$ cat src/rtl/rtc_irq_pkg.sv
package rtc_irq_pkg;
  localparam int REG_W     = 5;
  localparam int B_PER     = 0;
  localparam int B_WK      = 1;
  localparam int B_DY      = 2;
  localparam int B_CKOFF_A = 3;
  localparam int B_CKOFF_B = 4;
  localparam int N_ALARM   = 2;
endpackage

$ cat src/rtl/rtc_rst_sync.sv
module rtc_rst_sync #(
  parameter int STAGES = 2
) (
  input  logic clk,
  input  logic rst_n,
  output logic rst_l
);
  logic [STAGES-1:0] sh_q;

  always_ff @(posedge clk or negedge rst_n) begin
    if (!rst_n) sh_q <= '0;
    else        sh_q <= {sh_q[STAGES-2:0], 1'b1};
  end

  assign rst_l = sh_q[STAGES-1];
endmodule

$ cat src/rtl/rtc_alarm_flag.sv
module rtc_alarm_flag #(
  parameter int DELAY_TICKS = 2
) (
  input  logic clk,
  input  logic rst_l,
  input  logic tick,
  input  logic match,
  input  logic enable,
  input  logic clr_req,
  output logic flag
);
  localparam int CW = $clog2(DELAY_TICKS + 1);
  localparam logic [CW-1:0] LAST = CW'(DELAY_TICKS - 1);

  logic          pend_q, pend_d;
  logic [CW-1:0] cnt_q, cnt_d;
  logic          flag_q, flag_d;
  logic          set_ev;

  always_comb begin
    pend_d = pend_q;
    cnt_d  = cnt_q;
    flag_d = flag_q;
    set_ev = 1'b0;
    if (!enable) begin
      pend_d = 1'b0;
      cnt_d  = '0;
      flag_d = 1'b0;
    end else begin
      if (pend_q) begin
        if (tick) begin
          if (cnt_q == LAST) begin
            set_ev = 1'b1;
            pend_d = 1'b0;
            cnt_d  = '0;
          end else begin
            cnt_d = cnt_q + 1'b1;
          end
        end
      end else if (match) begin
        pend_d = 1'b1;
        cnt_d  = '0;
      end
      if (set_ev)       flag_d = 1'b1;
      else if (clr_req) flag_d = 1'b0;
    end
  end

  always_ff @(posedge clk or negedge rst_l) begin
    if (!rst_l) begin
      pend_q <= 1'b0;
      cnt_q  <= '0;
      flag_q <= 1'b0;
    end else begin
      pend_q <= pend_d;
      cnt_q  <= cnt_d;
      flag_q <= flag_d;
    end
  end

  assign flag = flag_q & enable;
endmodule

$ cat src/rtl/rtc_per_flag.sv
module rtc_per_flag (
  input  logic clk,
  input  logic rst_l,
  input  logic strobe,
  input  logic clr_req,
  output logic flag
);
  logic flag_q, flag_d;

  always_comb begin
    flag_d = flag_q;
    if (strobe)       flag_d = 1'b1;
    else if (clr_req) flag_d = 1'b0;
  end

  always_ff @(posedge clk or negedge rst_l) begin
    if (!rst_l) flag_q <= 1'b0;
    else        flag_q <= flag_d;
  end

  assign flag = flag_q;
endmodule

$ cat src/rtl/rtc_clk_gate.sv
module rtc_clk_gate (
  input  logic clk,
  input  logic rst_l,
  input  logic load,
  input  logic off_a_in,
  input  logic off_b_in,
  input  logic osc_in,
  output logic off_a,
  output logic off_b,
  output logic clk_out
);
  logic a_q, b_q, a_d, b_d;

  always_comb begin
    a_d = off_a_in;
    b_d = off_b_in;
  end

  always_ff @(posedge clk or negedge rst_l) begin
    if (!rst_l) begin
      a_q <= 1'b0;
      b_q <= 1'b0;
    end else if (load) begin
      a_q <= a_d;
      b_q <= b_d;
    end
  end

  assign off_a   = a_q;
  assign off_b   = b_q;
  assign clk_out = (a_q & b_q) | osc_in;
endmodule

$ cat src/rtl/rtc_irq_ctrl.sv
module rtc_irq_ctrl
  import rtc_irq_pkg::*;
#(
  parameter int DELAY_TICKS = 2
) (
  input  logic             clk,
  input  logic             rst_n,
  input  logic             tick_32k,
  input  logic             osc_in,
  input  logic             wk_match,
  input  logic             dy_match,
  input  logic             wk_alarm_on,
  input  logic             dy_alarm_on,
  input  logic             per_strobe,
  input  logic             wr_en,
  input  logic [REG_W-1:0] wr_data,
  output logic [REG_W-1:0] rd_data,
  output logic             irq_per_n,
  output logic             irq_wk_n,
  output logic             irq_dy_n,
  output logic             clk_out
);
  logic               rst_l;
  logic [N_ALARM-1:0] al_match, al_en, al_clr, al_flag;
  logic               per_flag, off_a, off_b;

  rtc_rst_sync #(.STAGES(2)) u_rst (
    .clk(clk), .rst_n(rst_n), .rst_l(rst_l)
  );

  assign al_match = {dy_match, wk_match};
  assign al_en    = {dy_alarm_on, wk_alarm_on};

  for (genvar i = 0; i < N_ALARM; i++) begin : g_alarm
    assign al_clr[i] = wr_en & ~wr_data[B_WK + i];
    rtc_alarm_flag #(.DELAY_TICKS(DELAY_TICKS)) u_flag (
      .clk(clk), .rst_l(rst_l), .tick(tick_32k), .match(al_match[i]),
      .enable(al_en[i]), .clr_req(al_clr[i]), .flag(al_flag[i])
    );
  end

  rtc_per_flag u_per (
    .clk(clk), .rst_l(rst_l), .strobe(per_strobe),
    .clr_req(wr_en & ~wr_data[B_PER]), .flag(per_flag)
  );

  rtc_clk_gate u_ck (
    .clk(clk), .rst_l(rst_l), .load(wr_en),
    .off_a_in(wr_data[B_CKOFF_A]), .off_b_in(wr_data[B_CKOFF_B]),
    .osc_in(osc_in), .off_a(off_a), .off_b(off_b), .clk_out(clk_out)
  );

  always_comb begin
    rd_data            = '0;
    rd_data[B_PER]     = per_flag;
    rd_data[B_WK]      = al_flag[0];
    rd_data[B_DY]      = al_flag[1];
    rd_data[B_CKOFF_A] = off_a;
    rd_data[B_CKOFF_B] = off_b;
  end

  assign irq_per_n = ~per_flag;
  assign irq_wk_n  = ~al_flag[0];
  assign irq_dy_n  = ~al_flag[1];
endmodule

$ cat config.mk
export PLATFORM = sky130hd
export DESIGN_NAME = rtc_irq_ctrl
export DESIGN_NICKNAME = d
export VERILOG_FILES = /design/src/rtl/rtc_irq_pkg.sv /design/src/rtl/rtc_rst_sync.sv /design/src/rtl/rtc_alarm_flag.sv /design/src/rtl/rtc_per_flag.sv /design/src/rtl/rtc_clk_gate.sv /design/src/rtl/rtc_irq_ctrl.sv
export SDC_FILE = /design/constraint.sdc
export NUM_CORES = 1
export LEC_CHECK = 0
export CORE_MARGIN = 2
export CORE_UTILIZATION = 40
export CTS_BUF_LIST = sky130_fd_sc_hd__clkbuf_4 sky130_fd_sc_hd__clkbuf_8
export DETAILED_ROUTE_END_ITERATION = 8
export GPL_TIMING_DRIVEN = 0
export PLACE_DENSITY_LB_ADDON = 0.05
export SYNTH_ARGS = -nofsm -noshare
export SYNTH_HDL_FRONTEND = slang
export SYNTH_HIERARCHICAL = 1
export SYNTH_SLANG_ARGS = --single-unit
$ cat constraint.sdc
create_clock -name clk -period 1 [get_ports clk]
set_clock_uncertainty 0.2 [all_clocks]
set_input_delay 0.1 -clock clk [delete_from_list [all_inputs] [get_ports clk]]
set_output_delay 0.1 -clock clk [all_outputs]
set_load 0.02 [all_outputs]
# [Word-level counts from Yosys, hierarchy flattened]
# Cells that the tools add are included.
[word_totals] reg_bits=13 inputBits=15 wordCells=72
[op_classes] n_addsub=2 eq_ne=8 mux=36 bitwise_logic=13 reduce_logical=3
[ops] op="two-way mux 1 bit" count=26
[ops] op="two-way mux 2 bit" count=10
[ops] op="AND 1 bit" count=6
[ops] op="inequality test 3 x 1 -> 1 bit, second input constant" count=2
[ops] op="inequality test 3 x 2 -> 1 bit, second input constant" count=2
[ops] op="inequality test 3 bit, second input constant" count=2
[ops] op="inverter 1 bit" count=6
[ops] op="adder 2 x 1 -> 2 bit, second input constant" count=2
[ops] op="equality test 2 x 1 -> 1 bit, second input constant" count=2
[ops] op="AND reduction 2 bit" count=2
[ops] op="nonzero test 2 bit" count=1
[ops] op="OR 1 bit" count=1

# [Depth between registers and ports, before layout]
[depth] word_depth=7 mapped_depth=3 ltp_nobuf=3

# [Hierarchy]
# Netlist, hierarchy kept.
[modules_own_cells] mod="rtc_alarm_flag" n_inst=2 cells_per_inst=16 area_per_inst_um2=182.7 seq_area_each_um2=100.1
[modules_own_cells] mod="rtc_clk_gate" n_inst=1 cells_per_inst=5 area_per_inst_um2=80.1 seq_area_each_um2=50.0
[modules_own_cells] mod="rtc_rst_sync" n_inst=1 cells_per_inst=3 area_per_inst_um2=53.8 seq_area_each_um2=50.0
[modules_own_cells] mod="rtc_irq_ctrl" n_inst=1 cells_per_inst=9 area_per_inst_um2=52.6 seq_area_each_um2=0.0
[modules_own_cells] mod="rtc_per_flag" n_inst=1 cells_per_inst=3 area_per_inst_um2=36.3 seq_area_each_um2=25.0

# [Worst setup path before layout]
# Ideal clock, no wire load.
[synth_path] path_kind="flip-flop to output port" from="reg g_alarm[1].u_flag.flag_q" to="out irq_dy_n" arrival_time_ns=0.748 setup_slack_ns=-0.048 path_stages_with_launch=3 path_cell_list="dfrtp_1 and2_1 inv_1"
[synth_via] elab_chain_len=2
[synth_rtl] item="from (decl)" line="rtc_alarm_flag.sv:17" rtl="logic flag_q, flag_d;"
[synth_rtl] item="from (signal assigned)" line="rtc_alarm_flag.sv:57" rtl="flag_q <= flag_d;"
[synth_rtl] item="AND 1 bit" line="rtc_alarm_flag.sv:61" rtl="assign flag = flag_q & enable;"
[synth_rtl] item="net rd_data[2]" line="rtc_irq_ctrl.sv:17" rtl="output logic [REG_W-1:0] rd_data,"
[synth_rtl] item="inverter 1 bit" line="rtc_irq_ctrl.sv:64" rtl="assign irq_dy_n = ~al_flag[1];"
[synth_rtl] item="to (decl)" line="rtc_irq_ctrl.sv:20" rtl="output logic irq_dy_n,"
# The timed path passes the listed nets, and every way through them passes these cells.

# [Worst setup path after layout]
[layout_path] from="reg u_ck.b_q, in the netlist u_ck/off_b" to="out clk_out"
[layout_via] elab_chain_len=2
[layout_rtl] item="from (decl)" line="rtc_clk_gate.sv:12" rtl="logic a_q, b_q, a_d, b_d;"
[layout_rtl] item="from (signal assigned)" line="rtc_clk_gate.sv:22" rtl="b_q <= 1'b0;"
[layout_rtl] item="from (signal assigned)" line="rtc_clk_gate.sv:25" rtl="b_q <= b_d;"
[layout_rtl] item="AND 1 bit" line="rtc_clk_gate.sv:31" rtl="assign clk_out = (a_q & b_q) | osc_in;"
[layout_rtl] item="OR 1 bit" line="rtc_clk_gate.sv:31"
[layout_rtl] item="to (decl)" line="rtc_irq_ctrl.sv:21" rtl="output logic clk_out"
# No other way between the ends.

==> impl_metrics.csv <==
group,metric,value,unit
sta,max_freq,0.7885,GHz
finish,final_cell_mix,"dfrtp_1, buf_6, clkdlybuf4s50_1",
die,initial_core_util,44.09,%
placed_design,place_hpwl,839.2,um
worst_setup_path,worstReg2RegStart,"g_alarm[1].u_flag/cnt_q[0]",
detailed_routing,post_drt_wl_per_cell,11.36,um
die,ios,24,
finish,fill_cells,113,
grt,antenna_found_initial,0,
finish,diodes,0,
worst_hold_path,min_path_type,"register to async pin",
die,die_x,42.34,um
sta,slew_viol_final,0,
grt,grt_most_used_layer,"met2",
logic_synthesis,synth_area_leaders,"dfrtp_1, nor2b_1, buf_4",
logic_synthesis,syn_nets,67,
worst_setup_path,worstPathArrival,970,ps
sta,fin_crit_sh,126.8,%
clock_network,cts_sinks,13,
placed_design,dpl.cell_count,90,
grt,grt.overflow.total,0,
finish,area_growth,57.45,%
worst_setup_path,r2r_slack,-70,ps
detailed_routing,drt.antenna.violating_nets,0,
logic_synthesis,synth_area,588.1,um^2
finish,nets,97,
sta,post-route-min-period,1268,ps
clock_network,clk_latency,260,ps
clock_network,root_buffer,"clkbuf_4",
flow_run,drv_cap,0,
clock_network,path_clk_slew,80,ps
power_and_ir_drop,power.density,1235,mW/mm^2
finish,layout-drive-gt1-share,34.57,%
worst_setup_path,crit_fanout,3,
worst_setup_path,worstPathRequired,700,ps
placed_design,io_buffers,23,
power_and_ir_drop,p_total,1144,uW
logic_synthesis,netlist.area_leader.share,55.32,%
grt,grt_first_pass_wirelength,1.876,mm
clock_network,cts_made_buffers,3,
sta,fin_ws,-268.2,ps
grt,track_usage,14.08,%
clock_network,clock_path_buffers,2,
detailed_routing,drt_iter0_markers,0,
worst_setup_path,end_kind,"primary output",
logic_synthesis,syn_area_per_cell,11.31,um^2
detailed_routing,vias,456,
sta,hold_violations,11,
power_and_ir_drop,p_leak,0.0004228,uW
sta,hold_ws,-29.44,ps
grt,met2_usage,22.15,%
logic_synthesis,synth_top_cell_by_area,"dfrtp_1",
die,core_area,0.001334,mm^2
grt,grt_pass1_vias,445,
worst_setup_path,worst-setup-path-type,"register to primary output",
sta,fin_tns_setup,-2221,ps
grt,grt_max_degree,12,
die,dieArea,0.001793,mm^2
logic_synthesis,yosys_warnings,6,
worst_setup_path,r2r_cells,3,
worst_setup_path,start_kind,"register",
sta,setup_viol,15,
outcome,failed_checks,"hold timing, setup timing",
detailed_routing,drt_pass1_iterations,1,
worst_setup_path,r2r_end,"g_alarm[1].u_flag/cnt_q[0]",
logic_synthesis,yosysSeqAreaShare,55.32,%
clock_network,tritoncts,"built",
detailed_routing,drc,0,
detailed_routing,routed_wl,1.091,mm
grt,use_met1,18.28,%
grt,use_met3,3.879,%
logic_synthesis,yosysUniqueCellTypes,17,
clock_network,cts_max_level,1,
logic_synthesis,synth_cells,52,
placed_design,gp_congestion,0.6789,
power_and_ir_drop,vdd_drop_max,0.8496,mV
die,rows,13,
finish,final_cells,96,
finish,mostFrequentLayoutCell,"dfrtp_1",
sta,grt_setup_unrepaired,"yes",
outcome,status,"finished, violations left",
finish,final_core_util,69.42,%
die,die_h,42.34,um
logic_synthesis,synth_seq_cells,13,
detailed_routing,viasPerCell,4.750,
## layer usage
metal | vias up | wire length (um) | part of all wire (%)
li1 | 230 | - | -
met1 | 211 | 483 | 44
met4 | 0 | 6 | 0.55
met3 | 2 | 59 | 5.4
met5 | - | 0 | 0
met2 | 13 | 543 | 50
## critical path: stages (launching register included)
cell and delay (ps):
dfrtp_1 390, a21o_1 190, buf_6 130
## cell usage after synthesis
cell and instances:
inv_1 4, nand2_1 2, conb_1 1, buf_4 3
a21o_1 2, a21boi_1 2, xnor2_1 2, nand2b_1 2
a311oi_1 2, nor2b_1 7, mux2_2 2, dfrtp_1 13
nand4b_1 2, and2_1 2, o21ai_1 2, o211a_1 2
a21oi_1 2
## where the power goes
group / internal, uW / switching (uW) / leakage, uW
clock network: 181 / 154 / 0.0000184
registers: 554 / 35.9 / 0.000163
logic: 138 / 80.8 / 0.000241
total: 874 / 270 / 0.000423
## timing repair
| item | CTS | global route |
|---|---|---|
| buffers inserted | 1 | 0 |
| endpoints found under the setup margin | 19 | 18 |
| endpoints found under the hold margin | 13 | 0 |
| pin swaps | 2 | 1 |
| gates resized for setup | 61 | 7 |
| hold buffers | 1 | 0 |
| cloned | 0 | 0 |
## how the worst max path moves through the flow
stage / startpoint / endpoint / slack (ps) / depth (start not counted)
2_1_floorplan: g_alarm[1].u_flag/flag_q / irq_dy_n / 5 / 2
3_3_place_gp: dy_alarm_on / rd_data[2] / -720 / 3
3_5_place_dp: dy_alarm_on / irq_dy_n / -720 / 4
4_1_cts: u_ck/off_b / clk_out / -280 / 2
5_1_grt: u_ck/off_b / clk_out / -310 / 2
6_report: u_ck/off_b / clk_out / -270 / 2
## layout make-up
| class | count | area, um^2 | share of cell area (%) |
|---|---|---|---|
| tap | 15 | 18.77 | 2.027 |
| sequential | 13 | 326.6 | 35.27 |
| inverter | 4 | 15.01 | 1.622 |
| buffer | 3 | 30.03 | 3.243 |
| timing repair buffer | 25 | 254.0 | 27.43 |
| multi-input combinational | 32 | 251.5 | 27.16 |
| clock buffer | 4 | 30.03 | 3.243 |
## through the flow
| step | worst slack [ps] | area (um^2) |
|---|---|---|
| finish | -268.2 | 925.9 |
| global route | -306.9 | 925.9 |
| CTS | -281.6 | 899.6 |
| detailed placement | -716.7 | 839.6 |
| global placement | -721.5 | 839.6 |
| floorplan | 5.298 | 590.6 |
## state kept, by name (all words and copies together), names as in the netlist
signal                 count
g_alarm.u_flag/cnt_q       4
u_ck/off_a                 1
g_alarm.u_flag/flag_q      2
u_ck/off_b                 1
g_alarm.u_flag/pend_q      2
u_per/flag                 1
u_rst/sh_q                 2
## logic make-up (layout without fill, tap and decap cells)
group           Yosys count  count (layout)  share of synthesized area [%]
simple gates             15              15                          15.96
flops                    13              13                          55.32
compound gates           12              12                          14.89
buf+inv                   7              36                          6.382
xor+xnor                  2               2                          2.979
mux                       2               2                          3.830
other cells               1               1                         0.6377
Power figures use the tool's default switching activity.
